==> config.mk <==
export PLATFORM = sky130hd
export DESIGN_NAME = grp_debounce
export DESIGN_NICKNAME = d
export VERILOG_FILES = /design/src/rtl/dbnc_pkg.sv /design/src/rtl/dbnc_span_lut.sv /design/src/rtl/dbnc_cell.sv /design/src/rtl/grp_debounce.sv
export SDC_FILE = /design/constraint.sdc
export NUM_CORES = 2
export LEC_CHECK = 0
export BUFFER_PORTS_ARGS = -buffer_cell sky130_fd_sc_hd__buf_2
export CAP_MARGIN = 20
export CORE_MARGIN = 2
export CORE_UTILIZATION = 40
export DETAILED_ROUTE_END_ITERATION = 6
export PLACE_DENSITY_LB_ADDON = 0.15
export SLEW_MARGIN = 25
export SYNTH_ARGS = -nofsm -noshare
export SYNTH_HDL_FRONTEND = slang
export SYNTH_HIERARCHICAL = 1
export SYNTH_SLANG_ARGS = --single-unit
==> constraint.sdc <==
create_clock -name clk_i -period 2.5 [get_ports clk_i]
set_clock_uncertainty 0.15 [all_clocks]
set_input_delay 0.75 -clock clk_i [delete_from_list [all_inputs] [get_ports clk_i]]
set_output_delay 0.75 -clock clk_i [all_outputs]
set_load 0.1 [all_outputs]
==> src/rtl/dbnc_pkg.sv <==
package dbnc_pkg;
  localparam int BASE_LINES  = 12;
  localparam int BASE_GROUPS = 4;
  localparam int EXT_LINES   = 16;
  localparam int CODE_W      = 8;
  localparam int MODE_W      = 4;
  localparam int BYP_LINES   = 4;
  localparam int MAX_CODE    = 8;

  // base bank grouping: 0-2, 3-4, 5-6, 7-11
  function automatic int base_group(input int line);
    if (line < 3)      return 0;
    else if (line < 5) return 1;
    else if (line < 7) return 2;
    else               return 3;
  endfunction

  function automatic logic mode_bypass(input logic [MODE_W-1:0] m);
    return (m == 4'd1) || (m == 4'd2);
  endfunction
endpackage

==> src/rtl/dbnc_span_lut.sv <==
module dbnc_span_lut import dbnc_pkg::*; #(
  parameter int UNITS_PER_MS = 1000,
  parameter int CNT_W        = 17
) (
  input  logic [CODE_W-1:0] code_i,
  output logic [CNT_W-1:0]  limit_o
);
  localparam logic [CNT_W-1:0] MIN_LIM = CNT_W'((UNITS_PER_MS * 4) / 5);
  localparam logic [CNT_W-1:0] ONE_MS  = CNT_W'(UNITS_PER_MS);
  localparam logic [CNT_W-1:0] MAX_LIM = CNT_W'(UNITS_PER_MS * 128);

  always_comb begin
    limit_o = MIN_LIM;
    if (code_i >= 8'd1 && code_i <= 8'(MAX_CODE))
      limit_o = ONE_MS << (code_i - 8'd1);
  end

  always_comb begin
    assert_span_bounds_R2: assert (limit_o >= MIN_LIM && limit_o <= MAX_LIM);
  end
endmodule

==> src/rtl/dbnc_cell.sv <==
module dbnc_cell #(
  parameter int CNT_W = 17
) (
  input  logic             clk_i,
  input  logic             rst_ni,
  input  logic             tick_i,
  input  logic             raw_i,
  input  logic [CNT_W-1:0] limit_i,
  output logic             filt_o
);
  logic [CNT_W-1:0] cnt_q;
  logic             filt_q;

  always_ff @(posedge clk_i or negedge rst_ni) begin
    if (!rst_ni) begin
      cnt_q  <= '0;
      filt_q <= 1'b0;
    end else if (raw_i == filt_q) begin
      cnt_q <= '0;
    end else if (tick_i) begin
      if (cnt_q >= limit_i - 1'b1) begin
        filt_q <= raw_i;
        cnt_q  <= '0;
      end else begin
        cnt_q <= cnt_q + 1'b1;
      end
    end
  end

  assign filt_o = filt_q;

  assert_hold_stable_R3: assert property (@(posedge clk_i) disable iff (!rst_ni)
    (raw_i == filt_q) |=> $stable(filt_q));

  assert_tick_gate_R8: assert property (@(posedge clk_i) disable iff (!rst_ni)
    !tick_i |=> $stable(filt_q));

  assert_no_early_flip_R1: assert property (@(posedge clk_i) disable iff (!rst_ni)
    (tick_i && raw_i != filt_q && (cnt_q + 1'b1) < limit_i) |=> $stable(filt_q));
endmodule

==> src/rtl/grp_debounce.sv <==
module grp_debounce import dbnc_pkg::*; #(
  parameter int  NUM_EXT      = 2,
  parameter int  UNITS_PER_MS = 1000,
  localparam int NUM_LINES    = BASE_LINES + EXT_LINES * NUM_EXT,
  localparam int CNT_W        = $clog2(128 * UNITS_PER_MS + 1)
) (
  input  logic                        clk_i,
  input  logic                        rst_ni,
  input  logic                        tick_i,
  input  logic [NUM_LINES-1:0]        raw_i,
  input  logic [MODE_W*BYP_LINES-1:0] mode_i,
  input  logic [15:0]                 cfg_base_i,
  input  logic [CODE_W*NUM_EXT-1:0]   cfg_ext_i,
  output logic [NUM_LINES-1:0]        filt_o
);
  logic [CNT_W-1:0] base_lim [BASE_GROUPS];
  logic [CNT_W-1:0] ext_lim  [NUM_EXT];

  // one decoder per shared field, not per line
  for (genvar g = 0; g < BASE_GROUPS; g++) begin : g_base_lut
    dbnc_span_lut #(.UNITS_PER_MS(UNITS_PER_MS), .CNT_W(CNT_W)) u_lut (
      .code_i ({4'b0000, cfg_base_i[4*g +: 4]}),
      .limit_o(base_lim[g])
    );
  end

  for (genvar e = 0; e < NUM_EXT; e++) begin : g_ext_lut
    dbnc_span_lut #(.UNITS_PER_MS(UNITS_PER_MS), .CNT_W(CNT_W)) u_lut (
      .code_i (cfg_ext_i[CODE_W*e +: CODE_W]),
      .limit_o(ext_lim[e])
    );
  end

  for (genvar i = 0; i < NUM_LINES; i++) begin : g_line
    logic [CNT_W-1:0] lim;
    logic             filt;

    if (i < BASE_LINES) begin : g_bsel
      assign lim = base_lim[base_group(i)];
    end else begin : g_esel
      assign lim = ext_lim[(i - BASE_LINES) / EXT_LINES];
    end

    dbnc_cell #(.CNT_W(CNT_W)) u_cell (
      .clk_i  (clk_i),
      .rst_ni (rst_ni),
      .tick_i (tick_i),
      .raw_i  (raw_i[i]),
      .limit_i(lim),
      .filt_o (filt)
    );

    if (i < BYP_LINES) begin : g_byp
      assign filt_o[i] = mode_bypass(mode_i[MODE_W*i +: MODE_W]) ? raw_i[i] : filt;
    end else begin : g_nobyp
      assign filt_o[i] = filt;
    end
  end
endmodule

# --- Word-level counts from Yosys, hierarchy flattened ---
# Index checks and enable logic that the tools add are counted.
word_totals:
  register_bits: 792
  latch_bits: 0
  mem_bits_rw: 0
  rom_bits: 0
  inputBits: 95
  out_inout_bits: 44
  wordCells: 542
  memories: 0
op_classes:
  n_addsub: 56
  mul: 0
  div: 0
  order_cmp: 56
  n_eq_ne: 52
  n_shift: 6
  muxes: 142
  bitwise_logic: 44
  reduce_logical: 98
op_table:
  columns: ["operator", "n"]
  rows:
  - ["17-bit 2-to-1 mux", 138]
  - ["17-bit by 1-bit adder with 17-bit output (second input constant)", 44]
  - ["17-bit greater-or-equal comparator", 44]
  - ["3-bit AND reduction", 44]
  - ["10-bit by 8-bit left shift with 17-bit output (first input constant)", 6]
  - ["17-bit by 1-bit subtractor with 17-bit output (second input constant)", 6]
  - ["2-bit nonzero test", 44]
  - ["1-bit equality test", 44]
  - ["1-bit inverter", 44]
  - ["4-bit by 1-bit subtractor with 5-bit output (second input constant)", 4]
  - ["4-bit by 1-bit equality test with 1-bit output (second input constant)", 4]
  - ["4-bit by 2-bit equality test with 1-bit output (second input constant)", 4]
  - ["4-bit by 1-bit greater-or-equal comparator with 1-bit output (second input constant)", 4]
  - ["8-bit by 1-bit greater-or-equal comparator with 1-bit output (second input constant)", 2]
  - ["4-bit <= comparator (second input constant)", 4]
  - ["8-bit by 4-bit <= comparator with 1-bit output (second input constant)", 2]
  - ["8-bit by 1-bit subtractor with 8-bit output (second input constant)", 2]
  - ["1-bit logical AND", 6]
  - ["1-bit logical OR", 4]
  - ["1-bit 2-to-1 mux", 4]

# --- Logic depth before layout (Yosys ltp) ---
logic_depth:
  depth_word: 8
  mapped_depth: 23

# --- Cells and area by module ---
# The synthesis kept the hierarchy.
by_module_without_submodules:
  columns: ["module", "n_inst", "cells_each", "area_per_inst_um2", "seq_area_each_um2"]
  rows:
  - ["dbnc_cell at g_line[0].u_cell ...", 43, 192, 1635.3, 450.4]
  - ["dbnc_span_lut", 6, 78, 628.1, 0.0]
  - ["dbnc_cell at g_line[26].u_cell", 1, 189, 1591.5, 450.4]
  - ["grp_debounce", 1, 53, 439.2, 0.0]

# --- Worst setup path before layout ---
# No wires, ideal clock.
synth_timing:
  path_type: "input -> register"
  from: "in cfg_ext_i[0]"
  to: "reg g_line[26].u_cell.cnt_q[11]"
  setup_ns: 0.069
  arrival_ns: 9.685
  t_required_ns: 2.281
  slack_ns: -7.404
  stages: 20
  n_path_buf: 4
  path_cell_list: "buf_2 > buf_1 > inv_1 > ha_1 > buf_6 > or2_4 > a2111oi_4 > nor3_2 > o31ai_1 > nor4_1 > nor2b_1 > xnor2_1 > ha_1 > and4_1 > nor4bb_1 > a2111o_1 > a21o_1 > buf_2 > or3_1 > nand3_1"
synth_between:
  elab_chain_cells: 8
synth_rtl:
  columns: ["element", "line", "rtl"]
  rows:
  - ["start, declared", "grp_debounce.sv:13", "input logic [CODE_W*NUM_EXT-1:0] cfg_ext_i,"]
  - ["8-bit by 1-bit subtractor with 8-bit output, or another cell as far along", "dbnc_span_lut.sv:15", "limit_o = ONE_MS << (code_i - 8'd1);"]
  - ["10-bit by 8-bit left shift with 17-bit output / 1-bit logical AND (equally long branches)", "dbnc_span_lut.sv:15, dbnc_span_lut.sv:14", null]
  - ["17-bit 2-to-1 mux (*)", "dbnc_span_lut.sv:14", "if (code_i >= 8'd1 && code_i <= 8'(MAX_CODE))"]
  - ["named net g_line[12].lim[8]", "grp_debounce.sv:35", "logic [CNT_W-1:0] lim;"]
  - ["17-bit by 1-bit subtractor with 17-bit output (*)", "dbnc_cell.sv:21", "if (cnt_q >= limit_i - 1'b1) begin"]
  - ["17-bit greater-or-equal comparator (*)", "dbnc_cell.sv:21", null]
  - ["17-bit 2-to-1 mux (*)", "dbnc_cell.sv:21", null]
  - ["17-bit 2-to-1 mux (*)", "dbnc_cell.sv:20", "end else if (tick_i) begin"]
  - ["17-bit 2-to-1 mux (*)", "dbnc_cell.sv:18", "end else if (raw_i == filt_q) begin"]
  - ["end signal, assigned", "dbnc_cell.sv:25", "cnt_q <= cnt_q + 1'b1;"]
  - ["end, declared", "dbnc_cell.sv:11", "logic [CNT_W-1:0] cnt_q;"]
# Mark *: on every way through the listed nets, which the timed path passes. The rest lies on a longest branch. The select of a mux whose other input is x is not followed.
# A chain may end at the register's enable or synchronous reset.

# --- Worst setup path after layout ---
layout_timing:
  from: "in cfg_ext_i[8]"
  to: "reg g_line[39].u_cell.cnt_q[1]"
layout_between:
  elab_chain_cells: 8
layout_rtl:
  columns: ["element", "line"]
  rows:
  - ["8-bit by 1-bit subtractor with 8-bit output, or another cell as far along", "dbnc_span_lut.sv:15"]
  - ["10-bit by 8-bit left shift with 17-bit output / 1-bit logical AND (equally long branches)", "dbnc_span_lut.sv:15, dbnc_span_lut.sv:14"]
  - ["17-bit 2-to-1 mux (*)", "dbnc_span_lut.sv:14"]
  - ["named net g_line[28].lim[6]", "grp_debounce.sv:35"]
  - ["17-bit by 1-bit subtractor with 17-bit output (*)", "dbnc_cell.sv:21"]
  - ["17-bit greater-or-equal comparator (*)", "dbnc_cell.sv:21"]
  - ["17-bit 2-to-1 mux (*)", "dbnc_cell.sv:21"]
  - ["17-bit 2-to-1 mux (*)", "dbnc_cell.sv:20"]
  - ["17-bit 2-to-1 mux (*)", "dbnc_cell.sv:18"]
  - ["end signal, assigned", "dbnc_cell.sv:25"]
  - ["end, declared", "dbnc_cell.sv:11"]
# Marked as above.

==> results.cfg <==
[status]
outcome = finished, violations left
violations = design-rule violations, negative setup slack

[timing]
setup_viol = 813
maxSlewHeadroom_pct = 38.38
clock.fmax_mhz = 214.2
hold_slack_ps = 98.09
fin_crit_sh_pct = 186.8
tightest_slew_ps = 922.4
slew_violations = 0
rsz0062_at_grt = true
setup_ws_ps = -2169
period_needed_ps = 4669
hold_viol_final = 0

[die]
fp-row-count = 160
die_h_um = 440.2
die_w_um = 440.2
io_pins = 139
die_area_um2 = 193800
initial_core_util_pct = 40.15
fp.coreArea_um2 = 189600

[cells_and_area]
final_area_um2 = 102200
seqCellArea_um2 = 19820
layout.nets = 11910
fill_cells = 17220
multi_input_comb_area_um2 = 56700
drive_above_1_share_pct = 31.77
area_growth_pct = 34.30

[global_route]
track_usage_pct = 23.00
grt_pass1_vias = 74150
grt_first_pass_wirelength_mm = 375.3
antenna_found_initial = 4
grt_max_degree = 63
overflow = 0

[logic_synthesis]
avgSynthCellArea_um2 = 8.490
yosysSeqAreaShare_pct = 26.04
synth.distinct_cells = 78
synth_area_leaders = dfrtp_1 26%, ha_1 14%, xnor2_1 5.2%
synth-edff-count = 0
yosysMostFrequentCell = ha_1
synth_cells = 8966
ys_top_cells_by_count = 854 x ha_1, 792 x dfrtp_1, 769 x nand2_1
synth_top_area_share_pct = 26.04
synth_flop_cell = dfrtp_1
ys_ff_latch = 792
ys_warn_count = 6
async_reset_ff_share_pct = 100.0
netlist_area_um2 = 76120
synth_top_area_cell = dfrtp_1

[drt]
ant_nets = 0
wl_mm = 227.5
drt_iter0_drc = 3687
drt_first_pass_iters = 7
dr_total_vias = 74590
vias_per_cell = 5.501
drc = 4
wl_per_cell_um = 16.78

[worst_setup_path]
worstReg2RegStart = g_line[39].u_cell/cnt_q[15]
arrival_ps = 5130
worst_path_largest_cell_delay_ps = 610
worst-r2r-cell-count = 6
cp_num_buf_inv = 6
cp-end-kind = register
path_delay_family = simple AND/OR/NAND/NOR gates
start_kind = input pin
critPathMaxFanout = 13
crit_chain = buf_12 > inv_8 > ha_4 > or2_4 > a2111oi_4 > nor3_4 > buf_6 > buf_8 > nor3_4 > buf_12 > or3_4 > or4_4 > nor3_4 > xnor2_1 > ha_1 > nand4_4 > or4_4 > o2111a_2 > buf_12 > a22o_1
cp.required_ps = 2960
slowest_stage = or4_4
r2r_end = g_line[39].u_cell/cnt_q[1]
worstSetupPathType = input pin to register
r2r_slack_ps = -80

[flow_run]
maxCapViolations = 0

[worst_hold_path]
hp-class = input pin to register
hold_depth = 2
whs_endpoint = g_line[23].u_cell/filt_o
min_from = raw_i[23]

[clocking]
clock_latency_ps = 760
cts_root_buf = clkbuf_16
h-tree-depth = 3
clock_path_buffers = 3
path_clk_slew_ps = 50
cts_sinks = 792
cts_buffers = 108
tritoncts = built

[placed_design]
portBuffers = 138
place_ws_ps = -2994
place_hpwl_mm = 163.9
place_area_um2 = 95370
gp_congestion = 0.8327

[power_and_ir_drop]
powerDensity_nw_per_um2 = 436.3
power_leakage_nw = 42.67
ir_drop_mv = 0.5470
-- kinds of logic (layout without fill, tap and decap cells) --
kind of cell | Yosys count | after routing | synth area share [%]
flops | 792 | 792 | 26.04
simple gates | 3690 | 3690 | 27.00
mux | 55 | 55 | 0.7512
other cells | 7 | 108 | 0.03453
buf+inv | 775 | 2743 | 4.936
fa+ha+maj | 860 | 860 | 14.12
xor+xnor | 726 | 726 | 8.354
compound gates | 2061 | 2073 | 18.78
-- placed cells by master, fill, tap and decap left out, types with 46 or more instances in the layout --
cell type  instances
nor3_1           300
clkbuf_16        113
nor2_1           469
ha_1             845
a22o_1            87
a211oi_1          87
inv_1            490
nor2b_1           66
or3_1            206
a221o_1           87
nand4_1          181
nor3_2            79
buf_6             51
o311ai_1          69
nand3_1          441
a21oi_2          133
or3_2            245
dfrtp_1          792
o211ai_1          86
buf_2            132
buf_4           1735
and3_1            88
conb_1           102
o21ai_0          412
mux2i_1           50
o21ai_1           77
xor2_1           268
buf_12           117
and4_1            46
nand3_2           65
nand2_1          763
a21oi_1          454
or4_4             96
xnor2_1          451
nand2b_1         104
o21a_1            87
-- routing by layer --
metal | vias up | global-route usage, % | share of wire, %
met1 | 36100 | 30.06 | 46
met3 | 284 | 2.247 | 3.3
met5 | - | 0 | 0
li1 | 37110 | - | -
met2 | 1094 | 40.14 | 48
met4 | 0 | 6.330 | 2.3
-- worst max path at each step --
stage | end | slack (ps) | start | depth (start not counted)
finish | g_line[39].u_cell/cnt_q[1] | -2170 | cfg_ext_i[8] | 20
global route | g_line[42].u_cell/cnt_q[15] | -2320 | cfg_ext_i[8] | 21
CTS | g_line[17].u_cell/cnt_q[2] | -2040 | cfg_ext_i[1] | 23
detailed placement | g_line[12].u_cell/cnt_q[15] | -2990 | cfg_ext_i[1] | 19
global placement | g_line[1].u_cell/cnt_q[15] | -2940 | cfg_base_i[0] | 21
floorplan | g_line[26].u_cell/cnt_q[11] | -4150 | cfg_ext_i[0] | 21
-- worst reg2reg max path: cells and delay by family (launching register included) --
| kind | cells | cell delay, ps |
|---|---|---|
| adder cells (fa/ha/maj) | 1 | 360 |
| AND/OR/NAND/NOR | 2 | 750 |
| flip-flops | 1 | 440 |
| AO/OA/AOI/OAI | 2 | 570 |
| buffers and inverters | 1 | 170 |
-- registers in the layout, indices dropped and copies added, names as in the netlist --
signal,cells
g_line.u_cell/cnt_q,748
g_line.u_cell/filt_o,44
-- cell type report --
cell class	instances	share of cell area, %
clock buffers	151	3.008
clock inverters	36	0.4920
multi-input cells	7506	55.46
diodes	6	0.01469
well taps	2511	3.073
repair buffers	2057	16.71
flip-flops and latches	792	19.39
inverters	499	1.857
-- power breakdown --
part	internal, mW	switching [mW]	leakage, nW
combinational	6.27	8.27	30.0
sequential	13.4	0.538	11.0
clock	9.62	6.46	1.75
-- timing repair --
item	CTS	global route
pin swaps	105	72
endpoints found under the hold margin	13	0
cloned	18	10
gates resized for setup	295	180
hold buffers	1	0
setup endpoints to repair	836	836
setup buffers	62	26
-- per-stage QoR --
stage / TNS [ps] / total power, mW / std cells / util [%]
finish: -1565740 / 44.60 / 13560 / 53.92
floorplan: -3042870 / 23.27 / 9061 / -
CTS: -1504840 / 44.93 / 13520 / 53.28
detailed placement: -2261340 / 27.97 / 13260 / 50.30
global placement: -2207210 / 27.67 / 13260 / 50.30
global route: -1710510 / 47.09 / 13560 / 53.92
Note: power is estimated with default switching activity, not from simulation.
